<file path="src/rtl/alu_slice_pkg.sv">
package alu_slice_pkg;

  typedef enum logic [2:0] {
    SRC_AQ = 3'd0,
    SRC_AB = 3'd1,
    SRC_ZQ = 3'd2,
    SRC_ZB = 3'd3,
    SRC_ZA = 3'd4,
    SRC_DA = 3'd5,
    SRC_DQ = 3'd6,
    SRC_DZ = 3'd7
  } src_e;

  typedef enum logic [2:0] {
    FN_ADD   = 3'd0,
    FN_SUBR  = 3'd1,
    FN_RSUB  = 3'd2,
    FN_OR    = 3'd3,
    FN_AND   = 3'd4,
    FN_NOTRS = 3'd5,
    FN_XOR   = 3'd6,
    FN_XNOR  = 3'd7
  } fn_e;

  typedef enum logic [2:0] {
    DST_LDQ  = 3'd0,
    DST_NOP  = 3'd1,
    DST_WRB  = 3'd2,
    DST_WRBQ = 3'd3,
    DST_SDQ  = 3'd4,
    DST_SD   = 3'd5,
    DST_SUQ  = 3'd6,
    DST_SU   = 3'd7
  } dst_e;

  typedef struct packed {
    logic rf_we;
    logic q_load;
    logic q_shift;
    logic shift_dn;
    logic shift_up;
  } dst_ctl_t;

  function automatic dst_ctl_t decode_dst(input dst_e d);
    dst_ctl_t c;
    c = '0;
    case (d)
      DST_LDQ:  c.q_load = 1'b1;
      DST_NOP:  c = '0;
      DST_WRB:  c.rf_we = 1'b1;
      DST_WRBQ: begin c.rf_we = 1'b1; c.q_load = 1'b1; end
      DST_SDQ:  begin c.rf_we = 1'b1; c.shift_dn = 1'b1; c.q_shift = 1'b1; end
      DST_SD:   begin c.rf_we = 1'b1; c.shift_dn = 1'b1; end
      DST_SUQ:  begin c.rf_we = 1'b1; c.shift_up = 1'b1; c.q_shift = 1'b1; end
      DST_SU:   begin c.rf_we = 1'b1; c.shift_up = 1'b1; end
      default:  c = '0;
    endcase
    return c;
  endfunction

  function automatic logic fn_is_arith(input fn_e f);
    return (f == FN_ADD) || (f == FN_SUBR) || (f == FN_RSUB);
  endfunction

endpackage

</file>
<file path="src/rtl/alu_slice_regfile.sv">
module alu_slice_regfile #(
  parameter int W  = 4,
  parameter int AW = 4
) (
  input  logic          clk,
  input  logic          rst_n,
  input  logic [AW-1:0] addr_a,
  input  logic [AW-1:0] addr_b,
  input  logic          we,
  input  logic [W-1:0]  wdata,
  output logic [W-1:0]  rd_a,
  output logic [W-1:0]  rd_b
);
  localparam int DEPTH = 1 << AW;

  logic [W-1:0] mem [DEPTH];

  always_ff @(posedge clk or negedge rst_n) begin
    if (!rst_n) begin
      for (int i = 0; i < DEPTH; i++) mem[i] <= '0;
    end else if (we) begin
      mem[addr_b] <= wdata;
    end
  end

  assign rd_a = mem[addr_a];
  assign rd_b = mem[addr_b];
endmodule

</file>
<file path="src/rtl/alu_slice_opsel.sv">
module alu_slice_opsel
  import alu_slice_pkg::*;
#(
  parameter int W = 4
) (
  input  src_e         src,
  input  logic [W-1:0] rd_a,
  input  logic [W-1:0] rd_b,
  input  logic [W-1:0] q,
  input  logic [W-1:0] din,
  output logic [W-1:0] r,
  output logic [W-1:0] s
);
  always_comb begin
    case (src)
      SRC_AQ:  begin r = rd_a; s = q;    end
      SRC_AB:  begin r = rd_a; s = rd_b; end
      SRC_ZQ:  begin r = '0;   s = q;    end
      SRC_ZB:  begin r = '0;   s = rd_b; end
      SRC_ZA:  begin r = '0;   s = rd_a; end
      SRC_DA:  begin r = din;  s = rd_a; end
      SRC_DQ:  begin r = din;  s = q;    end
      SRC_DZ:  begin r = din;  s = '0;   end
      default: begin r = '0;   s = '0;   end
    endcase
  end
endmodule

</file>
<file path="src/rtl/alu_slice_alu.sv">
module alu_slice_alu
  import alu_slice_pkg::*;
#(
  parameter int W = 4
) (
  input  fn_e          fn,
  input  logic [W-1:0] r,
  input  logic [W-1:0] s,
  input  logic         cin,
  output logic [W-1:0] f,
  output logic         cout,
  output logic         gen,
  output logic         prop,
  output logic         ovf,
  output logic         sign,
  output logic         zero
);
  // Ripple sum; returns {carry into MSB, carry out, sum}.
  function automatic logic [W+1:0] ripple(input logic [W-1:0] a, input logic [W-1:0] b,
                                          input logic ci);
    logic         c;
    logic         cm;
    logic [W-1:0] sm;
    c  = ci;
    cm = ci;
    sm = '0;
    for (int i = 0; i < W; i++) begin
      if (i == W - 1) cm = c;
      sm[i] = a[i] ^ b[i] ^ c;
      c     = (a[i] & b[i]) | ((a[i] ^ b[i]) & c);
    end
    return {cm, c, sm};
  endfunction

  // Group look-ahead terms; returns {generate, propagate}.
  function automatic logic [1:0] lookahead(input logic [W-1:0] a, input logic [W-1:0] b);
    logic gg;
    logic pp;
    gg = 1'b0;
    pp = 1'b1;
    for (int i = 0; i < W; i++) begin
      gg = (a[i] & b[i]) | ((a[i] | b[i]) & gg);
      pp = pp & (a[i] | b[i]);
    end
    return {gg, pp};
  endfunction

  logic [W-1:0] ax;
  logic [W-1:0] ay;
  logic [W+1:0] rip;
  logic [1:0]   gp;
  logic         arith;

  always_comb begin
    ax    = (fn == FN_SUBR) ? ~r : r;
    ay    = (fn == FN_RSUB) ? ~s : s;
    rip   = ripple(ax, ay, cin);
    gp    = lookahead(ax, ay);
    arith = fn_is_arith(fn);
    case (fn)
      FN_OR:    f = r | s;
      FN_AND:   f = r & s;
      FN_NOTRS: f = ~r & s;
      FN_XOR:   f = r ^ s;
      FN_XNOR:  f = ~(r ^ s);
      default:  f = rip[W-1:0];
    endcase
    cout = arith & rip[W];
    ovf  = arith & (rip[W+1] ^ rip[W]);
    gen  = arith & gp[1];
    prop = arith & gp[0];
    sign = f[W-1];
    zero = (f == '0);
  end
endmodule

</file>
<file path="src/rtl/alu_slice_shift.sv">
module alu_slice_shift #(
  parameter int W = 4
) (
  input  logic [W-1:0] data,
  input  logic         dn,
  input  logic         up,
  input  logic         fill_lo,
  input  logic         fill_hi,
  output logic [W-1:0] shifted,
  output logic         end_lo,
  output logic         end_hi
);
  always_comb begin
    if (dn)      shifted = {fill_hi, data[W-1:1]};
    else if (up) shifted = {data[W-2:0], fill_lo};
    else         shifted = data;
    end_lo = dn & data[0];
    end_hi = up & data[W-1];
  end
endmodule

</file>
<file path="src/rtl/alu_slice.sv">
module alu_slice
  import alu_slice_pkg::*;
#(
  parameter int W  = 4,
  parameter int AW = 4
) (
  input  logic          clk,
  input  logic          rst_n,
  input  logic [2:0]    src_sel,
  input  logic [2:0]    fn_sel,
  input  logic [2:0]    dst_sel,
  input  logic [AW-1:0] addr_a,
  input  logic [AW-1:0] addr_b,
  input  logic [W-1:0]  din,
  input  logic          cin,
  input  logic          rf_lo_in,
  input  logic          rf_hi_in,
  input  logic          q_lo_in,
  input  logic          q_hi_in,
  output logic [W-1:0]  y,
  output logic          cout,
  output logic          gen,
  output logic          prop,
  output logic          ovf,
  output logic          sign,
  output logic          zero,
  output logic          rf_lo_out,
  output logic          rf_hi_out,
  output logic          q_lo_out,
  output logic          q_hi_out,
  output logic          shift_dn,
  output logic          shift_up
);
  // Named internal events, visible to the bound checker.
  dst_ctl_t     dctl;
  logic [W-1:0] rd_a;
  logic [W-1:0] rd_b;
  logic [W-1:0] r_op;
  logic [W-1:0] s_op;
  logic [W-1:0] f;
  logic [W-1:0] q_q;
  logic [W-1:0] q_sh;
  logic [W-1:0] q_next;
  logic         q_we;
  logic         rf_we;
  logic [W-1:0] rf_wdata;
  logic         q_dn;
  logic         q_up;

  assign dctl  = decode_dst(dst_e'(dst_sel));
  assign rf_we = dctl.rf_we;
  assign q_dn  = dctl.shift_dn & dctl.q_shift;
  assign q_up  = dctl.shift_up & dctl.q_shift;
  assign q_we  = dctl.q_load | dctl.q_shift;

  alu_slice_regfile #(.W(W), .AW(AW)) u_rf (
    .clk    (clk),
    .rst_n  (rst_n),
    .addr_a (addr_a),
    .addr_b (addr_b),
    .we     (rf_we),
    .wdata  (rf_wdata),
    .rd_a   (rd_a),
    .rd_b   (rd_b)
  );

  alu_slice_opsel #(.W(W)) u_sel (
    .src  (src_e'(src_sel)),
    .rd_a (rd_a),
    .rd_b (rd_b),
    .q    (q_q),
    .din  (din),
    .r    (r_op),
    .s    (s_op)
  );

  alu_slice_alu #(.W(W)) u_alu (
    .fn   (fn_e'(fn_sel)),
    .r    (r_op),
    .s    (s_op),
    .cin  (cin),
    .f    (f),
    .cout (cout),
    .gen  (gen),
    .prop (prop),
    .ovf  (ovf),
    .sign (sign),
    .zero (zero)
  );

  alu_slice_shift #(.W(W)) u_rf_shift (
    .data    (f),
    .dn      (dctl.shift_dn),
    .up      (dctl.shift_up),
    .fill_lo (rf_lo_in),
    .fill_hi (rf_hi_in),
    .shifted (rf_wdata),
    .end_lo  (rf_lo_out),
    .end_hi  (rf_hi_out)
  );

  alu_slice_shift #(.W(W)) u_q_shift (
    .data    (q_q),
    .dn      (q_dn),
    .up      (q_up),
    .fill_lo (q_lo_in),
    .fill_hi (q_hi_in),
    .shifted (q_sh),
    .end_lo  (q_lo_out),
    .end_hi  (q_hi_out)
  );

  assign q_next = dctl.q_shift ? q_sh : f;

  always_ff @(posedge clk or negedge rst_n) begin
    if (!rst_n)    q_q <= '0;
    else if (q_we) q_q <= q_next;
  end

  assign y        = f;
  assign shift_dn = dctl.shift_dn;
  assign shift_up = dctl.shift_up;
endmodule

</file>
<file path="config.mk">
export PLATFORM = sky130hd
export DESIGN_NAME = alu_slice
export DESIGN_NICKNAME = d
export VERILOG_FILES = /design/src/rtl/alu_slice_pkg.sv /design/src/rtl/alu_slice_regfile.sv /design/src/rtl/alu_slice_opsel.sv /design/src/rtl/alu_slice_alu.sv /design/src/rtl/alu_slice_shift.sv /design/src/rtl/alu_slice.sv
export SDC_FILE = /design/constraint.sdc
export NUM_CORES = 1
export LEC_CHECK = 0
export BUFFER_PORTS_ARGS = -buffer_cell sky130_fd_sc_hd__buf_4
export CAP_MARGIN = 15
export CORE_UTILIZATION = 55
export CTS_CLUSTER_DIAMETER = 40
export CTS_CLUSTER_SIZE = 16
export DETAILED_ROUTE_END_ITERATION = 10
export HOLD_SLACK_MARGIN = 0.02
export PLACE_DENSITY = 0.71
export SKIP_CTS_REPAIR_TIMING = 1
export SLEW_MARGIN = 20
export SYNTH_ARGS = -nofsm -noshare
export SYNTH_HDL_FRONTEND = slang
export SYNTH_SLANG_ARGS = --single-unit
</file>
<file path="constraint.sdc">
create_clock -name clk -period 7.8 [get_ports clk]
set_clock_uncertainty 0.1 [all_clocks]
set_input_delay 1.56 -clock clk [delete_from_list [all_inputs] [get_ports clk]]
set_output_delay 1.56 -clock clk [all_outputs]
set_load 0.01 [all_outputs]
</file>
=== Word-level counts from Yosys, hierarchy flattened ===
Cells that the tools add are included.

* Flip-flop bits (word level): 68
* Input port bits: 28
* Output and inout bits: 16
* Logic and storage cells: 138

* $lt $le $gt $ge: 3
* Equality and inequality tests: 21
* Multiplexer cells: 24
* Bitwise operators: 54
* Reduce and logical (&&, ||, !) cells: 19

{| class="wikitable"
|+ Operators by type and width
! cell !! number
|-
| $bwmux W64 || 1
|-
| $mux W4 || 12
|-
| $eq A3 B3 Y1 const B || 12
|-
| $bmux W4 S4 || 2
|-
| $and A1 B1 Y1 || 24
|-
| $pmux W4 S5 || 1
|-
| $eq A3 B2 Y1 const B || 6
|-
| $demux W4 S4 || 1
|-
| $pmux W4 S4 || 1
|-
| $reduce_or A2 Y1 || 7
|-
| $not A4 Y4 || 3
|-
| $or A1 B1 Y1 || 12
|-
| $pmux W4 S3 || 1
|-
| $ge A5 B5 Y1 const B || 2
|-
| $not A4 Y5 || 2
|-
| $logic_not A3 Y1 || 3
|-
| $reduce_or A3 Y1 || 3
|-
| $xor A1 B1 Y1 || 9
|-
| $and A4 B4 Y4 || 2
|-
| $eq A3 B1 Y1 const B || 2
|-
| $reduce_or A6 Y1 || 1
|-
| $lt A5 B1 Y1 const B || 1
|-
| $mux W1 || 5
|-
| $logic_not A4 Y1 || 1
|-
| other kinds (6) || 7
|}

=== Longest topological paths before layout ===
Gate-level depths: netlist of run 1.

* Depth after elaboration: 19
* Gate-level depth with buffers: 21
* Gate-level depth less buffers: 17

=== By module ===
From an unflattened synthesis of run 1, not the netlist that was laid out.

* Cell total of the unflattened synthesis: 430
* Area, all modules: 4996.0 um^2

{| class="wikitable"
|+ By module, submodules not included
! module !! times used !! cells an instance !! area an instance (um^2) !! sequential area each (um^2)
|-
| alu_slice_regfile || 1 || 241 || 3524.6 || 1601.5
|-
| alu_slice_alu || 1 || 101 || 754.5 || 0.0
|-
| alu_slice || 1 || 31 || 315.3 || 100.1
|-
| alu_slice_shift || 2 || 16 || 105.1 || 0.0
|-
| alu_slice_opsel || 1 || 25 || 191.4 || 0.0
|}

=== Worst setup path after synthesis of run 1 ===
Ideal clock, no wire load.

* Path kind: input-to-output
* Start: input addr_a[2]
* End: output y[3]
* Arrival time: 5028 ps
* Required time: 6140 ps
* Slack: 1112 ps
* Stages: 17
* Buffers on the path: 2
* Cells stage by stage: buf_4 > mux2_2 > o22ai_1 > or4_1 > a32o_1 > xnor2_1 > inv_1 > fa_1 > inv_1 > fa_1 > inv_1 > fa_1 > fa_1 > and2_1 > a21o_1 > inv_1 > buf_4

* Cells in the longest elaborated chain, start to end: 16
* Elaborated cells on any way between the ends: 30
* Classes of those cells: mux: 8; bitwise: 22

{| class="wikitable"
|+ RTL lines
! item !! line !! RTL
|-
| start, declared || alu_slice.sv:12 || <nowiki>input logic [AW-1:0] addr_a,</nowiki>
|-
| $not A4 Y5 (not written as such) * || alu_slice_regfile.sv:26 || <nowiki>assign rd_a = mem[addr_a];</nowiki>
|-
| $bmux W4 S4 * || alu_slice_regfile.sv:26 ||
|-
| $mux W4 (not written as such) * (2 in a row) || alu_slice_regfile.sv:26 ||
|-
| $pmux W4 S4 or $pmux W4 S3 (tied branches) || alu_slice_opsel.sv:15 || <nowiki>case (src)</nowiki>
|-
| $not A4 Y4, on equally long branches || alu_slice_alu.sv:56, alu_slice_alu.sv:55, alu_slice_alu.sv:63 ||
|-
| $mux W4, on equally long branches || alu_slice_alu.sv:56, alu_slice_alu.sv:55 ||
|-
| $xor A1 B1 Y1 || alu_slice_alu.sv:30 || <nowiki>c = (a[i] & b[i]) | ((a[i] ^ b[i]) & c);</nowiki>
|-
| $and A1 B1 Y1 || alu_slice_alu.sv:30 ||
|-
| $or A1 B1 Y1 || alu_slice_alu.sv:30 ||
|-
| $and A1 B1 Y1 || alu_slice_alu.sv:30 ||
|-
| $or A1 B1 Y1 || alu_slice_alu.sv:30 ||
|-
| $and A1 B1 Y1 || alu_slice_alu.sv:30 ||
|-
| $or A1 B1 Y1 || alu_slice_alu.sv:30 ||
|-
| $xor A1 B1 Y1 || alu_slice_alu.sv:29 || <nowiki>sm[i] = a[i] ^ b[i] ^ c;</nowiki>
|-
| $pmux W4 S5 * || alu_slice_alu.sv:60 || <nowiki>case (fn)</nowiki>
|-
| end, declared || alu_slice.sv:20 || <nowiki>output logic [W-1:0] y,</nowiki>
|}

Every way passes the cells marked *; elsewhere a longest branch is shown, timed or not. The select of a mux whose other input is x is not followed.

=== Final worst setup path of run 1 ===
* Start: input addr_a[2]
* End: output zero

* Cells in the longest elaborated chain, start to end: 17
* Elaborated cells on any way between the ends: 34
* Classes of those cells: mux: 8; bitwise: 25; reduce/logical: 1

{| class="wikitable"
|+ RTL lines
! item !! line !! RTL
|-
| $not A4 Y5 (not written as such) * || alu_slice_regfile.sv:26 ||
|-
| $bmux W4 S4 * || alu_slice_regfile.sv:26 ||
|-
| $mux W4 (not written as such) * (2 in a row) || alu_slice_regfile.sv:26 ||
|-
| $pmux W4 S4 or $pmux W4 S3 (tied branches) || alu_slice_opsel.sv:15 ||
|-
| $not A4 Y4, on equally long branches || alu_slice_alu.sv:56, alu_slice_alu.sv:55, alu_slice_alu.sv:63 ||
|-
| $mux W4, on equally long branches || alu_slice_alu.sv:56, alu_slice_alu.sv:55 ||
|-
| $xor A1 B1 Y1 || alu_slice_alu.sv:29, alu_slice_alu.sv:30 ||
|-
| $and A1 B1 Y1 || alu_slice_alu.sv:30 ||
|-
| $or A1 B1 Y1 || alu_slice_alu.sv:30 ||
|-
| $and A1 B1 Y1 || alu_slice_alu.sv:30 ||
|-
| $or A1 B1 Y1 || alu_slice_alu.sv:30 ||
|-
| $and A1 B1 Y1 || alu_slice_alu.sv:30 ||
|-
| $or A1 B1 Y1 || alu_slice_alu.sv:30 ||
|-
| $xor A1 B1 Y1 || alu_slice_alu.sv:29 ||
|-
| $pmux W4 S5 * || alu_slice_alu.sv:60 ||
|-
| $logic_not A4 Y1 * || alu_slice_alu.sv:73 || <nowiki>zero = (f == '0);</nowiki>
|-
| end, declared || alu_slice.sv:26 || <nowiki>output logic zero,</nowiki>
|}

Marked as above.

==> metrics.md, run 1 <==
| Metric | Value |
|---|---|
| Die Width | 99.4 um |
| Crit path DAT | 5610 ps |
| Initial Utilization | 56.7% |
| Fin crit share | 93.2% |
| Final hold vios | 0 |
| Least-Margin Pin Slew | 990 ps |
| Drt initial violations | 379 |
| Layout Cell Area excl Fill | 5740 sq um |
| Status | complete, no violations |
| Synth Net Count | 555 |
| Post-synth cell types | 64 |
| I/O pin cnt | 44 |
| Post-synthesis sequential area ratio | 32.6% |
| Core area | 9200 sq um |
| CP endpoint kind | output port |
| TNS Setup | 0 ps |
| Placed Cells | 636 |
| Synth Area in Compound Gates | 12.6% |
| Hold Path Class | flop to flop |
| Post-Synth Adder-Cell Area | 4.41% |
| # DRC | 0 |
| Worst skew pair latency | 350 ps |
| Layout area overhead | 10.1% |
| Mux cell area share after synthesis | 28.7% |
| GRT overflow | 0 |
| Layout Cells excl Fill | 652 |
| Post-synthesis xor/xnor area fraction | 2.01% |
| Share of cells above drive strength 1 | 29.2% |
| Syn Inst Count | 511 |
| Clock share of power | 22.0% |
| Synth Area in Simple Gates | 14.1% |
| WL final | 14.0 mm |
| Drt pass-1 iters | 5 |
| Routability cong. | 0.924 |
| Largest net degree at the start of global routing | 69 |
| Dpl hpwl | 10.4 mm |
| Main combinational cell family by area after synthesis | multiplexers |
| Sink Count | 68 |
| Required time of the critical path | 6140 ps |
| Switching Fraction | 36.0% |
| CP top delay family | adder cells |
| Final Slew Violations | 0 |
| Synth warn | 0 |
| Max Cap Viol | 0 |
| Final Net Count | 580 |
| Leakage | 2.50 nW |
| Most common cell after layout, fill and taps aside | mux2_2 |
| Critical Path Source Type | input pin |
| Combinational Power Share | 37.6% |
| Power Internal | 0.981 mW |
| RSZ-0062 raised after global routing | false |
| Critical path's largest stage delay | 510 ps |
| Fmax | 0.138 GHz |
| Tmin final | 7270 ps |
| First-pass GRT wire length | 21.8 mm |
| Die Height | 99.4 um |
| Mean post-synth cell area | 10.2 sq um |
| Die ar. | 9880 sq um |
| Worst VDD drop | 175 uV |
| Post-synth ARST share | 100% |
| Synth Register Bits | 68 |
| Sequential power share | 40.4% |
| Power density over cell area | 267 nW/um^2 |
| Worst reg-to-reg path cell count | 16 |
| Placed cell area | 5510 sq um |
| Via/cell ratio | 6.50 |
| Most used cell, CP | fa_1 |
| Antenna violations before repair | 0 |
| CTS H-Tree Depth | 3 |
| Total net switching power | 0.552 mW |
| CP Max Fanout | 26 |
| Vias in the first global route | 4086 |
| Clock slew at reported path FFs | 70 ps |
| Most frequent cells in the layout | 76 x mux2_2, 68 x dfrtp_1, 43 x buf_4, 37 x nor2_1, 37 x mux2i_1 |
| Via count | 4236 |
| Crit-path cells | buf_4 -> nand2b_2 -> o21ai_1 -> or4_1 -> a32o_1 -> xnor2_1 -> inv_1 -> fa_1 -> inv_1 -> fa_1 -> inv_1 -> fa_1 -> fa_1 -> and2_1 -> a21o_1 -> and4_1 -> buf_4 |
| CTS buffer count | 9 |
| Max clock buf depth | 2 |
| Slew HR | 34.0% |
| Row cnt | 35 |
| # diodes | 0 |
| I/O Buffers | 43 |
| Drt wl/cell | 21.5 um |
| Antenna-violating nets left | 0 |
| CTS tree | done |
| Buf/Inv on CP | 5 |
| Crit path kind | input pin to output port |
| Hold depth | 1 |
| CTS root buffer | clkbuf_8 |
| Synth Flop Type | dfrtp_1 |
| Total global-route track usage | 29.5% |
| Setup violations, final | 0 |
| Number of synthesized flops with an enable pin | 0 |
| Post-Synthesis Cell Area | 5220 sq um |
| WP depth | 17 |
| CP max-delay cell | or4_1 |
-- Yosys cell counts (all sizes together) (3+ instances only) --
| cell type | n | area share [%] |
|---|---|---|
| or2 | 7 | 0.84 |
| or3 | 4 | 0.48 |
| a22oi | 6 | 0.86 |
| and2 | 6 | 0.72 |
| nand2 | 27 | 1.9 |
| o21ai | 17 | 1.6 |
| fa | 4 | 1.5 |
| xor2 | 7 | 1.2 |
| a41oi | 4 | 0.67 |
| nand2b | 7 | 0.89 |
| a21oi | 14 | 1.3 |
| clkbuf | 12 | 0.91 |
| a22o | 3 | 0.50 |
| mux2 | 78 | 17 |
| mux4 | 11 | 4.7 |
| or4 | 5 | 0.72 |
| nand3 | 5 | 0.48 |
| nor3b | 3 | 0.43 |
| buf | 17 | 2.3 |
| nor2 | 37 | 2.7 |
| nor2b | 12 | 1.4 |
| o22ai | 7 | 0.84 |
| xnor2 | 5 | 0.84 |
| a32oi | 5 | 1.5 |
| mux2i | 37 | 7.1 |
| nor4 | 3 | 0.36 |
| a211oi | 5 | 0.72 |
| nor3 | 6 | 0.58 |
| nand4 | 10 | 1.2 |
| a21o | 5 | 0.72 |
| ha | 12 | 2.9 |
| dfrtp | 68 | 33 |
| inv | 32 | 2.3 |
-- stage by stage --
step                      setup WS [ps]  hold WS [ps]  util (%)  total power, mW
after global routing                312           454      62.5             1.61
after global placement              596           404      59.9             1.17
after detailed placement            536           422      59.9             1.19
after floorplan                    1110           389         -            0.998
final                               534           429      62.5             1.53
after CTS                           533           436      62.5             1.53
-- layer usage --
metal | routed length (um) | part of all wire [%] | global-route usage [%] | vias to the layer above
met4 | 515 | 3.7 | 13.5 | 0
met2 | 6580 | 47 | 47.3 | 206
met1 | 5880 | 42 | 39.3 | 2055
li1 | - | - | - | 1930
met5 | 0 | 0 | 0 | -
met3 | 1030 | 7.3 | 4.85 | 45
-- power groups by stage --
stage / clock network (mW) / registers, mW / logic [mW]
after floorplan: 0 / 0.562 / 0.437
after global placement: 0 / 0.613 / 0.555
after detailed placement: 0 / 0.619 / 0.570
after CTS: 0.342 / 0.614 / 0.574
after global routing: 0.358 / 0.634 / 0.623
final: 0.337 / 0.620 / 0.577
-- logic make-up (layout without fill, tap and decap cells) --
family,Yosys count,count (layout)
and+or+nand+nor,140,140
xor gates and xnor gates,12,12
AOI/OAI and AO/OA,88,88
muxes,126,126
buffers and inverters,61,91
adders and majority gates,16,16
DFF,68,68
-- final timing paths --
kind | startpoint | end | slack, ps
min in group asynchronous | rst_n | q_q[0] | 1190
max in group asynchronous | rst_n | u_rf.mem[40] | 5820
worst min-delay path | u_rf.mem[53] | u_rf.mem[53] | 430
worst min register to register | u_rf.mem[53] | u_rf.mem[53] | 430
worst max register to register | u_rf.mem[20] | u_rf.mem[14] | 2700
worst max-delay path | addr_a[2] | zero | 530
-- worst reg2reg max path, cell delays in order, from the launching register on --
cell and delay (ps):
dfrtp_1 390, mux2_1 170, o21ai_1 70, or4_1 510, a32o_1 330, xnor2_1 200
inv_1 100, fa_1 400, inv_1 70, fa_1 150, inv_1 50, fa_1 410
fa_1 430, and2_1 190, o311a_1 350, a32oi_2 810, mux2_2 320
-- flip-flops by register name, summed over array words and instances (netlist names) --
register	flops
u_rf.mem	64
q_q	4
-- area by class of cell --
class                           instances  area [sq um]
Fill cell                             768          3450
Clock buffer                           11           151
Sequential cell                        68          1700
Timing Repair Buffer                   43           323
Clock inverter                          5          83.8
Inverter                               32           120
Tap cell                              111           139
Multi-Input combinational cell        382          3230
Power figures use the tool's default switching activity.
==> run 2, diff against run 1 <==
--- a/config.mk
+++ b/config.mk
@@ -7,12 +7,12 @@
 export LEC_CHECK = 0
 export BUFFER_PORTS_ARGS = -buffer_cell sky130_fd_sc_hd__buf_4
 export CAP_MARGIN = 15
-export CORE_UTILIZATION = 55
+export CORE_UTILIZATION = 30
 export CTS_CLUSTER_DIAMETER = 40
-export CTS_CLUSTER_SIZE = 16
+export CTS_CLUSTER_SIZE = 14
 export DETAILED_ROUTE_END_ITERATION = 10
 export HOLD_SLACK_MARGIN = 0.02
-export PLACE_DENSITY = 0.71
+export PLACE_DENSITY = 0.43
 export SKIP_CTS_REPAIR_TIMING = 1
 export SLEW_MARGIN = 20
 export SYNTH_ARGS = -nofsm -noshare
==> metrics.md, run 2 (synthesis gave the netlist of run 1 again) <==
| Metric | Value |
|---|---|
| Status | complete, no violations |
| CTS tree | done |
| Max Cap Viol | 0 (unchanged) |
| R2R setup slack | 3030 ps (+330 ps) |
| Tmin final | 7320 ps (+53.7 ps) |
| Largest register FFs | 64 (unchanged) |
| Core area | 16800 sq um (+82%) |
| Hold EP | u_rf.mem[22] |
| I/O pin cnt | 44 (unchanged) |
| Setup violations, final | 0 (unchanged) |
| Final Slew Violations | 0 (unchanged) |
| Die Height | 134 um (+35%) |
| FF-to-FF End | u_rf.mem[49] |
| I/O Buffers | 43 (unchanged) |
| CP max-delay cell | or4_1 |
| # diodes | 0 (unchanged) |
| Hold depth | 1 (unchanged) |
| Routability cong. | 0.873 (-5.5%) |
| CTS root buffer | clkbuf_16 |
| Hold_ws | 433 ps (+4.07 ps) |
| RSZ-0062 raised after global routing | false |
| Layout area overhead | 13.6% |
| Slew HR | 35.9% (+1.9 points) |
| CTS H-Tree Depth | 3 (unchanged) |
| Final Net Count | 582 (+0.34%) |
| Most used cell, CP | fa_1 |
| Final hold vios | 0 (unchanged) |
| Total global-route track usage | 18.6% (-11 points) |
| Crit path kind | input pin to output port |
| Fmax | 0.137 GHz (-0.73%) |
| Max clock buf depth | 2 (unchanged) |
| Die Width | 134 um (+35%) |
| Fill cells | 1709 (+120%) |
| Placed cell area | 5660 sq um (+2.7%) |
| GRT overflow | 0 (unchanged) |
| Leakage | 2.53 nW (+1.1%) |
| CP Max Fanout | 26 (unchanged) |
| WL final | 15.8 mm (+13%) |
| Fin crit share | 93.8% (+0.69 points) |
| Layout Cell Area excl Fill | 5920 sq um (+3.1%) |
| Most frequent cells in the layout | 76 x mux2_2, 68 x dfrtp_1, 45 x buf_4, 37 x nor2_1, 37 x mux2i_1 |
| Hold Path Class | flop to flop |
| Critical path's largest stage delay | 510 ps (about the same) |
| CP endpoint kind | output port |
| Crit-path cells | buf_4 -> nand2b_2 -> o21ai_1 -> or4_1 -> a32o_1 -> xnor2_1 -> inv_1 -> fa_1 -> inv_1 -> fa_1 -> inv_1 -> fa_1 -> fa_1 -> and2_1 -> a21o_1 -> and4_1 -> buf_4 |
| # DRC | 0 (unchanged) |
| Worst reg-to-reg path cell count | 17 (+1) |
| Worst VDD drop | 157 uV (-10%) |
| Worst setup path start | addr_a[2] |
| Multi-input logic area | 3230 sq um (unchanged) |
| Antenna-violating nets left | 0 (unchanged) |
| Via count | 4118 (-2.8%) |
| Register area | 1700 sq um (unchanged) |
| Drt wl/cell | 20.7 um (-3.7%) |
| Leading registers by flop count | u_rf.mem x64, q_q x4 |
| Worst slack, placed | 456 ps (-80.1 ps) |
| Via/cell ratio | 5.40 (-17%) |
| Tot Pwr | 1.58 mW (+2.8%) |
| Reg2reg start | u_rf.mem[28] |
| Initial Utilization | 31.1% (-26 points) |
| Worst skew pair latency | 340 ps (about the same) |
| Most common cell after layout, fill and taps aside | mux2_2 |
| TNS Setup | 0 ps (unchanged) |
| Dpl hpwl | 12.0 mm (+16%) |
| Largest net degree at the start of global routing | 69 (unchanged) |
| Antenna violations before repair | 0 (unchanged) |
| Drt pass-1 iters | 4 (-1) |
| Crit path DAT | 5660 ps (+50 ps) |
| CTS buffer count | 9 (unchanged) |
| Power density over cell area | 266 nW/um^2 (-0.31%) |
| CP top delay family | adder cells |
| Share of cells above drive strength 1 | 28.7% (-0.48 points) |
| Required time of the critical path | 6140 ps (about the same) |
| Drt initial violations | 268 (-29%) |
| Top reg by flops | u_rf.mem |
| Critical Path Source Type | input pin |
| Hold_sp | u_rf.mem[22] |
| Row cnt | 47 (+34%) |
| First-pass GRT wire length | 25.0 mm (+14%) |
| Sink Count | 68 (unchanged) |
| Clock slew at reported path FFs | 50 ps (-20 ps) |
| Buf/Inv on CP | 5 (unchanged) |
| Die ar. | 17900 sq um (+81%) |
| Final Worst Setup Slack | 480 ps (-53.7 ps) |
| Least-Margin Pin Slew | 961 ps (-29.6 ps) |
| Vias in the first global route | 4236 (+3.7%) |
-- run 2: worst max-delay path by stage --
stage,depth (start not counted),to
5_1_grt,17,zero
6_report,17,zero
3_5_place_dp,17,zero
2_1_floorplan,17,y[3]
3_3_place_gp,17,zero
4_1_cts,17,zero
-- run 2: layer usage --
metal  track usage [%]  vias to the layer above  wire length, um
li1                  -                     1935                -
met1              25.6                     2059             7570
met2              29.7                      112             7310
met3              3.74                       12              730
met4              4.61                        0              171
met5                 0                        -                0
-- run 2: area by class of cell --
class	count	share of cell area, %
flip-flops and latches	68	28.7
repair buffers	45	5.70
inverters	32	2.03
clock inverters	2	0.169
clock buffers	14	4.29
well taps	220	4.65
multi-input cells	382	54.4
-- run 2: power breakdown --
part           internal [mW]  total (mW)  switching, mW
Clock                  0.223       0.363          0.140
Combinational          0.300       0.586          0.287
Sequential             0.488       0.627          0.139
-- run 2: per-stage QoR --
step                util, %  std cells
floorplan                 -        511
global placement       33.8        747
detailed placement     33.8        747
CTS                    35.3        763
global route           35.3        763
finish                 35.3        763
-- run 2: worst reg2reg max path, delay by kind of cell, from the launching register on --
family | cells | cell delay, ps
AOI/OAI and AO/OA | 5 | 1520
xor gates and xnor gates | 1 | 210
adders and majority gates | 3 | 1020
buffers and inverters | 3 | 230
DFF | 1 | 410
muxes | 2 | 560
and+or+nand+nor | 3 | 610
==> run 3, diff against run 2 <==
--- a/config.mk
+++ b/config.mk
@@ -12,6 +12,7 @@
 export CTS_CLUSTER_SIZE = 14
 export DETAILED_ROUTE_END_ITERATION = 10
 export HOLD_SLACK_MARGIN = 0.02
+export MAX_ROUTING_LAYER = met4
 export PLACE_DENSITY = 0.43
 export SKIP_CTS_REPAIR_TIMING = 1
 export SLEW_MARGIN = 20
==> metrics.md, run 3 (synthesis gave the netlist of run 1 again) <==
| Metric | Value |
|---|---|
| Crit path DAT | 5710 ps (+50 ps) |
| Top reg by flops | u_rf.mem |
| Largest register FFs | 64 (unchanged) |
| Slew HR | 36.5% (+0.59 points) |
| Final Slew Violations | 0 (unchanged) |
| I/O pin cnt | 44 (unchanged) |
| Row cnt | 47 (unchanged) |
| First-pass GRT wire length | 25.3 mm (+1.5%) |
| Drt initial violations | 271 (+1.1%) |
| Max clock buf depth | 2 (unchanged) |
| Dpl hpwl | 12.0 mm (+0.25%) |
| CTS H-Tree Depth | 3 (unchanged) |
| TNS Setup | 0 ps (unchanged) |
| Share of cells above drive strength 1 | 28.8% (+0.053 points) |
| Core area | 16800 sq um (unchanged) |
| Sink Count | 68 (unchanged) |
| Total global-route track usage | 19.4% (+0.75 points) |
| Status | complete, no violations |
| Clock slew at reported path FFs | 50 ps (about the same) |
| Routability cong. | 0.882 (+0.99%) |
| Crit path kind | input pin to output port |
| Die Width | 134 um (unchanged) |
| CTS root buffer | clkbuf_16 |
| Vias in the first global route | 4274 (+0.90%) |
| Worst skew pair latency | 340 ps (about the same) |
| Most common cell after layout, fill and taps aside | mux2_2 |
| Via count | 4146 (+0.68%) |
| GRT overflow | 0 (unchanged) |
| Max Cap Viol | 0 (unchanged) |
| Drt pass-1 iters | 5 (+1) |
| Power density over cell area | 271 nW/um^2 (+1.7%) |
| Drt wl/cell | 20.7 um (about the same) |
| Final Net Count | 582 (unchanged) |
| # diodes | 0 (unchanged) |
| CTS tree | done |
| Antenna-violating nets left | 0 (unchanged) |
| RSZ-0062 raised after global routing | false |
| Leakage | 2.54 nW (+0.36%) |
| Initial Utilization | 31.1% (unchanged) |
| Tmin final | 7370 ps (+48.5 ps) |
| Leading registers by flop count | u_rf.mem x64, q_q x4 |
| Least-Margin Pin Slew | 952 ps (-8.88 ps) |
| Fin crit share | 94.5% (+0.62 points) |
| Most frequent cells in the layout | 76 x mux2_2, 68 x dfrtp_1, 45 x buf_4, 37 x nor2_1, 37 x mux2i_1 |
| Layout Cell Area excl Fill | 5950 sq um (+0.36%) |
| Layout Utilization | 35.5% (+0.13 points) |
| Die Height | 134 um (unchanged) |
| Worst VDD drop | 119 uV (-24%) |
| Die ar. | 17900 sq um (unchanged) |
| I/O Buffers | 43 (unchanged) |
| Fmax | 0.136 GHz (-0.66%) |
| Antenna violations before repair | 0 (unchanged) |
| Final hold vios | 0 (unchanged) |
| # DRC | 0 (unchanged) |
| Largest net degree at the start of global routing | 69 (unchanged) |
| Required time of the critical path | 6140 ps (about the same) |
| Setup violations, final | 0 (unchanged) |
| CP endpoint kind | output port |
| CTS buffer count | 9 (unchanged) |
| Via/cell ratio | 5.44 (+0.81%) |
| Critical Path Source Type | input pin |
| CP Max Fanout | 26 (unchanged) |
| WL final | 15.8 mm (about the same) |
| Placed cell area | 5660 sq um (unchanged) |
| Layout area overhead | 14.0% |
| Hold Path Class | flop to flop |
==> run 3: changes by cell type in the layout (fill, tap and decap cells not counted) <==
cell / change
bufinv_16: +1
clkbuf_1: -1
clkinv_2: -1
==> run 3: worst max-delay path: stages <==
cell	delay, ps
buf_4	300
nand2b_2	250
o21ai_1	110
or4_1	520
a32o_1	340
xnor2_1	210
inv_1	100
fa_1	400
inv_1	80
fa_1	150
inv_1	50
fa_1	420
fa_1	490
and2_1	210
a21o_1	180
and4_1	190
buf_4	120
==> run 3: worst paths after layout <==
check	from	to	slack (ps)	cells after the start
max	addr_a[2]	zero	430	17
min	u_rf.mem[54]	u_rf.mem[54]	430	1
max reg2reg	u_rf.mem[28]	u_rf.mem[46]	3010	17
min reg2reg	u_rf.mem[54]	u_rf.mem[54]	430	1
max in group asynchronous	rst_n	u_rf.mem[41]	5810	1
min in group asynchronous	rst_n	u_rf.mem[19]	1230	1
==> run 3: layout make-up <==
| cell class | instances | area, sq um |
|---|---|---|
| Timing Repair Buffer | 45 | 338 |
| Inverter | 32 | 120 |
| Clock inverter | 2 | 35.0 |
| Fill cell | 1706 | 10800 |
| Clock buffer | 13 | 250 |
| Tap cell | 220 | 275 |
| Multi-Input combinational cell | 382 | 3230 |
| Sequential cell | 68 | 1700 |
==> run 3: layer usage <==
layer  vias up  part of all wire [%]  global-route usage (%)
li1       1931                     -                       -
met1      2073                    47                    26.4
met2       124                    46                    29.3
met3        18                   5.0                    3.17
met4         0                   1.7                    5.68
met5         -                     0                       -
==> run 3: report_power, final <==
group          internal, mW  total [mW]  switching (mW)  leakage (nW)
clock                 0.254       0.394           0.141         0.140
sequential            0.488       0.626           0.138         0.815
combinational         0.300       0.589           0.289          1.58
==> run 3: metrics by stage <==
stage | total power [mW] | instances | hold slack [ps] | setup slack (ps)
3_3_place_gp | 1.22 | 747 | 407 | 486
4_1_cts | 1.62 | 762 | 438 | 416
5_1_grt | 1.71 | 762 | 457 | 171
3_5_place_dp | 1.22 | 747 | 424 | 434
6_report | 1.61 | 762 | 428 | 431
2_1_floorplan | 0.998 | 511 | 389 | 1110
